===== config.mk =====
export PLATFORM = sky130hd
export DESIGN_NAME = ccdtg_top
export DESIGN_NICKNAME = d
export VERILOG_FILES = /design/src/rtl/ccdtg_pkg.sv /design/src/rtl/ccdtg_hcount.sv /design/src/rtl/ccdtg_vcount.sv /design/src/rtl/ccdtg_decode.sv /design/src/rtl/ccdtg_top.sv
export SDC_FILE = /design/constraint.sdc
export NUM_CORES = 1
export LEC_CHECK = 0
export CORE_MARGIN = 4
export CORE_UTILIZATION = 35
export DETAILED_ROUTE_END_ITERATION = 8
export PLACE_DENSITY = 0.63
export SYNTH_ARGS = -nofsm -noshare
export SYNTH_HDL_FRONTEND = slang
export SYNTH_HIERARCHICAL = 1
export SYNTH_SLANG_ARGS = --single-unit

===== constraint.sdc =====
create_clock -name clk -period 8.7 [get_ports clk]
set_clock_uncertainty 0.2 [all_clocks]
set_input_delay 1.74 -clock clk [delete_from_list [all_inputs] [get_ports clk]]
set_output_delay 1.74 -clock clk [all_outputs]
set_load 0.01 [all_outputs]

===== src/rtl/ccdtg_pkg.sv =====
package ccdtg_pkg;

  typedef struct packed {
    logic [3:0] v;
    logic       h1;
    logic       h2;
    logic       rg;
    logic       sub;
    logic       sg1;
    logic       sg3;
    logic       blk;
    logic       pix_ok;
    logic       ob_ok;
  } drive_t;

  localparam drive_t DRIVE_IDLE = '{v: 4'b0011, h1: 1'b1, h2: 1'b0, rg: 1'b0,
                                    sub: 1'b0, sg1: 1'b0, sg3: 1'b0, blk: 1'b1,
                                    pix_ok: 1'b0, ob_ok: 1'b0};

  // lines in a field: odd takes the rounded-up half of the frame
  function automatic int field_len(int frame, logic even);
    return even ? frame / 2 : (frame + 1) / 2;
  endfunction

  // vertical phase pattern per transfer state, bit 0 = phase 1
  function automatic logic [3:0] vpat(int st);
    case (st)
      1:       return 4'b0110;
      2:       return 4'b1100;
      3:       return 4'b1001;
      default: return 4'b0011;
    endcase
  endfunction

  function automatic logic in_win(int x, int lo, int w);
    return (x >= lo) && (x < lo + w);
  endfunction

endpackage


===== src/rtl/ccdtg_hcount.sv =====
module ccdtg_hcount #(
  parameter int PIX_TICKS = 4,
  parameter int LINE_PIX  = 910,
  parameter int TW        = 2,
  parameter int PW        = 10
) (
  input  logic          clk,
  input  logic          rst,
  output logic [TW-1:0] tick_o,
  output logic [PW-1:0] pix_o,
  output logic          origin_o,
  output logic          line_end_o
);
  localparam logic [TW-1:0] TICK_LAST = TW'(PIX_TICKS - 1);
  localparam logic [PW-1:0] PIX_LAST  = PW'(LINE_PIX - 1);

  logic [TW-1:0] tick_q;
  logic [PW-1:0] pix_q;
  logic          tick_wrap;

  assign tick_wrap  = (tick_q == TICK_LAST);
  assign line_end_o = tick_wrap && (pix_q == PIX_LAST);
  assign origin_o   = (tick_q == '0) && (pix_q == '0);
  assign tick_o     = tick_q;
  assign pix_o      = pix_q;

  always_ff @(posedge clk) begin
    if (rst) begin
      tick_q <= '0;
      pix_q  <= '0;
    end else begin
      tick_q <= tick_wrap ? '0 : tick_q + TW'(1);
      if (tick_wrap) pix_q <= line_end_o ? '0 : pix_q + PW'(1);
    end
  end
endmodule


===== src/rtl/ccdtg_vcount.sv =====
module ccdtg_vcount
  import ccdtg_pkg::*;
#(
  parameter int FRAME_LINES = 525,
  parameter int LW          = 9,
  parameter int SHUT_W      = 9
) (
  input  logic              clk,
  input  logic              rst,
  input  logic              origin_i,
  input  logic              line_end_i,
  input  logic              fld_even_i,
  input  logic [SHUT_W-1:0] shut_i,
  output logic [LW-1:0]     line_o,
  output logic              even_o,
  output logic [SHUT_W-1:0] shut_o,
  output logic              fld_start_o
);
  logic [LW-1:0]     line_q;
  logic              even_q;
  logic [SHUT_W-1:0] shut_q;
  logic              last_line;

  assign fld_start_o = origin_i && (line_q == '0);
  // capture at the very first clock of a field, hold elsewhere
  assign even_o = fld_start_o ? fld_even_i : even_q;
  assign shut_o = fld_start_o ? shut_i : shut_q;
  assign line_o = line_q;

  always_comb begin
    last_line = (int'(line_q) == field_len(FRAME_LINES, even_o) - 1);
  end

  always_ff @(posedge clk) begin
    if (rst) begin
      line_q <= '0;
      even_q <= 1'b0;
      shut_q <= '0;
    end else begin
      even_q <= even_o;
      shut_q <= shut_o;
      if (line_end_i) line_q <= last_line ? '0 : line_q + LW'(1);
    end
  end
endmodule


===== src/rtl/ccdtg_decode.sv =====
module ccdtg_decode
  import ccdtg_pkg::*;
#(
  parameter int PIX_TICKS   = 4,
  parameter int HBLK        = 77,
  parameter int HDUM        = 22,
  parameter int HOBF        = 3,
  parameter int HEFF        = 768,
  parameter int FRAME_LINES = 525,
  parameter int VBLK        = 7,
  parameter int VOBF        = 6,
  parameter int VEFF        = 247,
  parameter int VOBR        = 1,
  parameter int RD_LINE     = 3,
  parameter int RD_P0       = 10,
  parameter int RD_W        = 9,
  parameter int RD_GAP      = 4,
  parameter int VT_P0       = 4,
  parameter int VT_W        = 8,
  parameter int SUB_P0      = 50,
  parameter int SUB_W       = 6,
  parameter int TW          = 2,
  parameter int PW          = 10,
  parameter int LW          = 9,
  parameter int SHUT_W      = 9
) (
  input  logic [TW-1:0]     tick_i,
  input  logic [PW-1:0]     pix_i,
  input  logic [LW-1:0]     line_i,
  input  logic              even_i,
  input  logic [SHUT_W-1:0] shut_i,
  output drive_t            drv_o
);
  localparam int HALF   = PIX_TICKS / 2;
  localparam int VOUT   = VOBF + VEFF + VOBR;
  localparam int RD_P1  = RD_P0 + RD_W + RD_GAP;
  localparam int EFF_LO = HDUM + HOBF;

  always_comb begin
    int t, p, l, s, q, o, fl, vst;
    logic hb, dline, effl, effp, rdl, first, second;
    t  = int'(tick_i);
    p  = int'(pix_i);
    l  = int'(line_i);
    s  = int'(shut_i);
    fl = field_len(FRAME_LINES, even_i);
    hb = (p < HBLK);
    q  = p - HBLK;
    o  = l - VBLK - (even_i ? 1 : 0);
    dline = (o >= 0) && (o < VOUT);
    effl  = dline && in_win(o, VOBF, VEFF);
    effp  = !hb && in_win(q, EFF_LO, HEFF);
    rdl   = (l == RD_LINE);

    vst = 0;
    if (hb && !rdl && in_win(p, VT_P0, 3 * VT_W)) vst = 1 + (p - VT_P0) / VT_W;

    first  = rdl && in_win(p, RD_P0, RD_W);
    second = rdl && in_win(p, RD_P1, RD_W);

    drv_o        = DRIVE_IDLE;
    drv_o.v      = vpat(vst);
    drv_o.h1     = hb ? 1'b1 : (t <= HALF);
    drv_o.h2     = hb ? 1'b0 : ((t >= HALF) || (t == 0));
    drv_o.rg     = !hb && (t == 1);
    drv_o.sg1    = even_i ? second : first;
    drv_o.sg3    = even_i ? first : second;
    drv_o.sub    = hb && in_win(p, SUB_P0, SUB_W) && (l > RD_LINE) && (l + s < fl);
    drv_o.blk    = hb || !dline;
    drv_o.pix_ok = effl && effp;
    drv_o.ob_ok  = dline && !hb && (q >= HDUM) && !(effl && effp);
  end
endmodule


===== src/rtl/ccdtg_top.sv =====
module ccdtg_top
  import ccdtg_pkg::*;
#(
  parameter int PIX_TICKS   = 4,
  parameter int HBLK        = 77,
  parameter int HDUM        = 22,
  parameter int HOBF        = 3,
  parameter int HEFF        = 768,
  parameter int HOBR        = 40,
  parameter int FRAME_LINES = 525,
  parameter int VBLK        = 7,
  parameter int VOBF        = 6,
  parameter int VEFF        = 247,
  parameter int VOBR        = 1,
  parameter int RD_LINE     = 3,
  parameter int RD_P0       = 10,
  parameter int RD_W        = 9,
  parameter int RD_GAP      = 4,
  parameter int VT_P0       = 4,
  parameter int VT_W        = 8,
  parameter int SUB_P0      = 50,
  parameter int SUB_W       = 6,
  parameter int SHUT_W      = 9
) (
  input  logic              clk,
  input  logic              rst,
  input  logic              fld_even_i,
  input  logic [SHUT_W-1:0] shut_i,
  output logic [3:0]        v_o,
  output logic              h1_o,
  output logic              h2_o,
  output logic              rg_o,
  output logic              sub_o,
  output logic              sg1_o,
  output logic              sg3_o,
  output logic              blk_o,
  output logic              pix_ok_o,
  output logic              ob_ok_o,
  output logic              even_o
);
  localparam int LINE_PIX = HBLK + HDUM + HOBF + HEFF + HOBR;
  localparam int TW       = $clog2(PIX_TICKS);
  localparam int PW       = $clog2(LINE_PIX);
  localparam int LW       = $clog2((FRAME_LINES + 1) / 2 + 1);

  logic [TW-1:0]     tick;
  logic [PW-1:0]     pix;
  logic [LW-1:0]     line;
  logic              origin, line_end, fld_start, even_cur;
  logic [SHUT_W-1:0] shut_cur;
  drive_t            drv_next, drv_q;
  logic              even_q;

  ccdtg_hcount #(.PIX_TICKS(PIX_TICKS), .LINE_PIX(LINE_PIX), .TW(TW), .PW(PW)) i_hcount (
    .clk(clk), .rst(rst), .tick_o(tick), .pix_o(pix),
    .origin_o(origin), .line_end_o(line_end));

  ccdtg_vcount #(.FRAME_LINES(FRAME_LINES), .LW(LW), .SHUT_W(SHUT_W)) i_vcount (
    .clk(clk), .rst(rst), .origin_i(origin), .line_end_i(line_end),
    .fld_even_i(fld_even_i), .shut_i(shut_i), .line_o(line),
    .even_o(even_cur), .shut_o(shut_cur), .fld_start_o(fld_start));

  ccdtg_decode #(
    .PIX_TICKS(PIX_TICKS), .HBLK(HBLK), .HDUM(HDUM), .HOBF(HOBF), .HEFF(HEFF),
    .FRAME_LINES(FRAME_LINES), .VBLK(VBLK), .VOBF(VOBF), .VEFF(VEFF), .VOBR(VOBR),
    .RD_LINE(RD_LINE), .RD_P0(RD_P0), .RD_W(RD_W), .RD_GAP(RD_GAP),
    .VT_P0(VT_P0), .VT_W(VT_W), .SUB_P0(SUB_P0), .SUB_W(SUB_W),
    .TW(TW), .PW(PW), .LW(LW), .SHUT_W(SHUT_W)
  ) i_decode (
    .tick_i(tick), .pix_i(pix), .line_i(line), .even_i(even_cur),
    .shut_i(shut_cur), .drv_o(drv_next));

  // one register stage on every phase: decode glitches never reach the pins
  always_ff @(posedge clk) begin
    if (rst) begin
      drv_q  <= DRIVE_IDLE;
      even_q <= 1'b0;
    end else begin
      drv_q  <= drv_next;
      even_q <= even_cur;
    end
  end

  assign v_o      = drv_q.v;
  assign h1_o     = drv_q.h1;
  assign h2_o     = drv_q.h2;
  assign rg_o     = drv_q.rg;
  assign sub_o    = drv_q.sub;
  assign sg1_o    = drv_q.sg1;
  assign sg3_o    = drv_q.sg3;
  assign blk_o    = drv_q.blk;
  assign pix_ok_o = drv_q.pix_ok;
  assign ob_ok_o  = drv_q.ob_ok;
  assign even_o   = even_q;
endmodule


==> flow_summary.yaml <==
sta:
  slew_headroom_pct: 42.4
  max_freq_mhz: 184
  setup_tns_ns: 0
  rsz0062_at_grt: "no"
  slew_viol_final: 0
  setup_viol: 0
  tightest_slew_ns: 0.859
  hold_viol_final: 0
  fin_crit_ns: 5.45
  post-route-period-util_pct: 62.6
place:
  place.gp.congestion: 0.936
  place_hpwl_um: 7020
  port_buffers: 25
finish:
  drive_gt1_share_pct: 8.61
  n_antenna_cell: 0
  post-route-util_pct: 40.2
  final_common_cell: "dfxtp_1"
  nets: 562
  syn2layout_area_growth_pct: 12.8
  final_cell_mix: "45 x dfxtp_1, 39 x ha_1, 36 x nand2_1, 33 x nor2_1"
pwr:
  irDropWorstVdd_mv: 0.0754
  p_leak_uw: 0.00181
  power.density_nw_per_um2: 118
logic_synthesis:
  syn_nets: 548
  syn_area_per_cell_um2: 8.20
  yosys_warnings: 6
  syn_inst: 496
  synth_area_um2: 4070
cts:
  cts_buffers: 5
  cts_hold_buf: 0
  cts_max_level: 2
  cts.sinks: 45
  insertion_delay_ns: 0.29
  clkTransAtPathRegs_ns: 0.07
  ctsResizeCount: 0
  cts_setup_buffers: 0
  clockRootBuffer: "clkbuf_16"
  cts_tree: "built"
  clockBufferDepth: 2
worst_hold_path:
  whs_path_depth: 1
  hp-class: "flip-flop to flip-flop"
run:
  maxCapViolCount: 0
global_route:
  grt-ovfl-total: 0
  grt_pass1_vias: 3488
  grt_max_degree: 27
  grt_pass1_wl_um: 16600
  antenna_found_initial: 0
  grt_use_total_pct: 14.9
die:
  die_h_um: 116
  boundaryPins: 26
  dieArea_um2: 13400
  start_util_pct: 35.6
  dieWidth_um: 116
  coreArea_um2: 11400
  core.rowCount: 39
drt:
  avgRoutedWirePerCell_um: 15.2
  wl_um: 9950
  dr.pass1.iters: 5
  via_per_inst: 5.61
  antenna_left: 0
  num_vias: 3667
  drt_iter0_drc: 259
  drc: 0
worst_setup_path:
  path_common_cell: "or4_1"
  critPathRequiredTime_ns: 8.72
  start_kind: "flip-flop"
  crit_family: "simple AND/OR/NAND/NOR gates"
  cp_num_cells: 16
  r2r_cells: 16
  worst_ep_arrival_time_ns: 5.47
  critPathCaptureType: "flip-flop"
  cpMaxStageDelayCell: "nand4b_1"
  worst-setup-path-type: "flip-flop to flip-flop"
  crit_fanout: 20
  critPathBufInv: 0
  crit_path_cell_trace: "or3_4 > or4_1 > nor4_2 > nand2_1 > nand4b_1 > mux2_4 > ha_1 > a21o_1 > a21oi_1 > o21ai_1 > or4_1 > o311a_1 > xnor2_1 > nand3_1 > a221oi_1 > nor2b_1"
  cpPeakStageDelay_ns: 0.76
status:
  status: "completed"
## per-layer routing
metal / part of all wire, % / track usage, %
met1: 48 / 20.4
met2: 46 / 24.7
met3: 4.9 / 1.88
met4: 1.3 / 4.25
met5: 0 / 0
## worst register-to-register path, cell delays in order (launching register included)
cell      delay [ns]
dfxtp_1         0.55
or3_4           0.50
or4_1           0.49
nor4_2          0.18
nand2_1         0.07
nand4b_1        0.76
mux2_4          0.59
ha_1            0.30
a21o_1          0.15
a21oi_1         0.21
o21ai_1         0.12
or4_1           0.42
o311a_1         0.17
xnor2_1         0.16
nand3_1         0.10
a221oi_1        0.26
nor2b_1         0.15
## worst paths after layout
| kind | slack [ns] | start | endpoint |
|---|---|---|---|
| setup reg to reg | 3.25 | i_hcount/pix_o[4]$_SDFFE_PP0P_ | sub_o$_SDFF_PP0_ |
| hold / removal | 0.34 | i_hcount/tick_o[0]$_SDFF_PP0_ | i_hcount/tick_o[0]$_SDFF_PP0_ |
| setup / recovery | 3.25 | i_hcount/pix_o[4]$_SDFFE_PP0P_ | sub_o$_SDFF_PP0_ |
| hold reg to reg | 0.34 | i_hcount/tick_o[0]$_SDFF_PP0_ | i_hcount/tick_o[0]$_SDFF_PP0_ |
## flip-flops by register name (all words and copies together), names as in the netlist, 2 cells and up
name	flops
i_hcount/pix_o	10
i_hcount/tick_o	2
i_vcount/line_o	9
i_vcount/shut_q	9
v_o	4
## power by group
group,internal [µW],switching [µW],total (µW)
clock,144,81.3,225
sequential,214,7.59,222
combinational,48.5,44.1,92.6
total,407,133,540
## layout make-up
cell class | instances | area (µm²)
Clock buffer | 7 | 143
Clock inverter | 1 | 30.0
Fill cell | 1191 | 6830
Inverter | 25 | 93.8
Multi-Input combinational cell | 403 | 2950
Sequential cell | 45 | 901
Tap cell | 143 | 179
Timing Repair Buffer | 30 | 288
## metrics by stage
| step | setup WS [ns] | std cells | hold WS (ns) | power [µW] | area, µm² |
|---|---|---|---|---|---|
| final | 3.25 | 654 | 0.339 | 540 | 4590 |
| after global routing | 2.96 | 654 | 0.380 | 564 | 4590 |
| after CTS | 3.26 | 654 | 0.340 | 546 | 4590 |
| after detailed placement | 3.29 | 646 | 0.331 | 319 | 4420 |
| after global placement | 3.48 | 646 | 0.309 | 316 | 4420 |
| after floorplan | 4.43 | 496 | 0.274 | 297 | 4070 |
(Power assumes the default switching activity.)
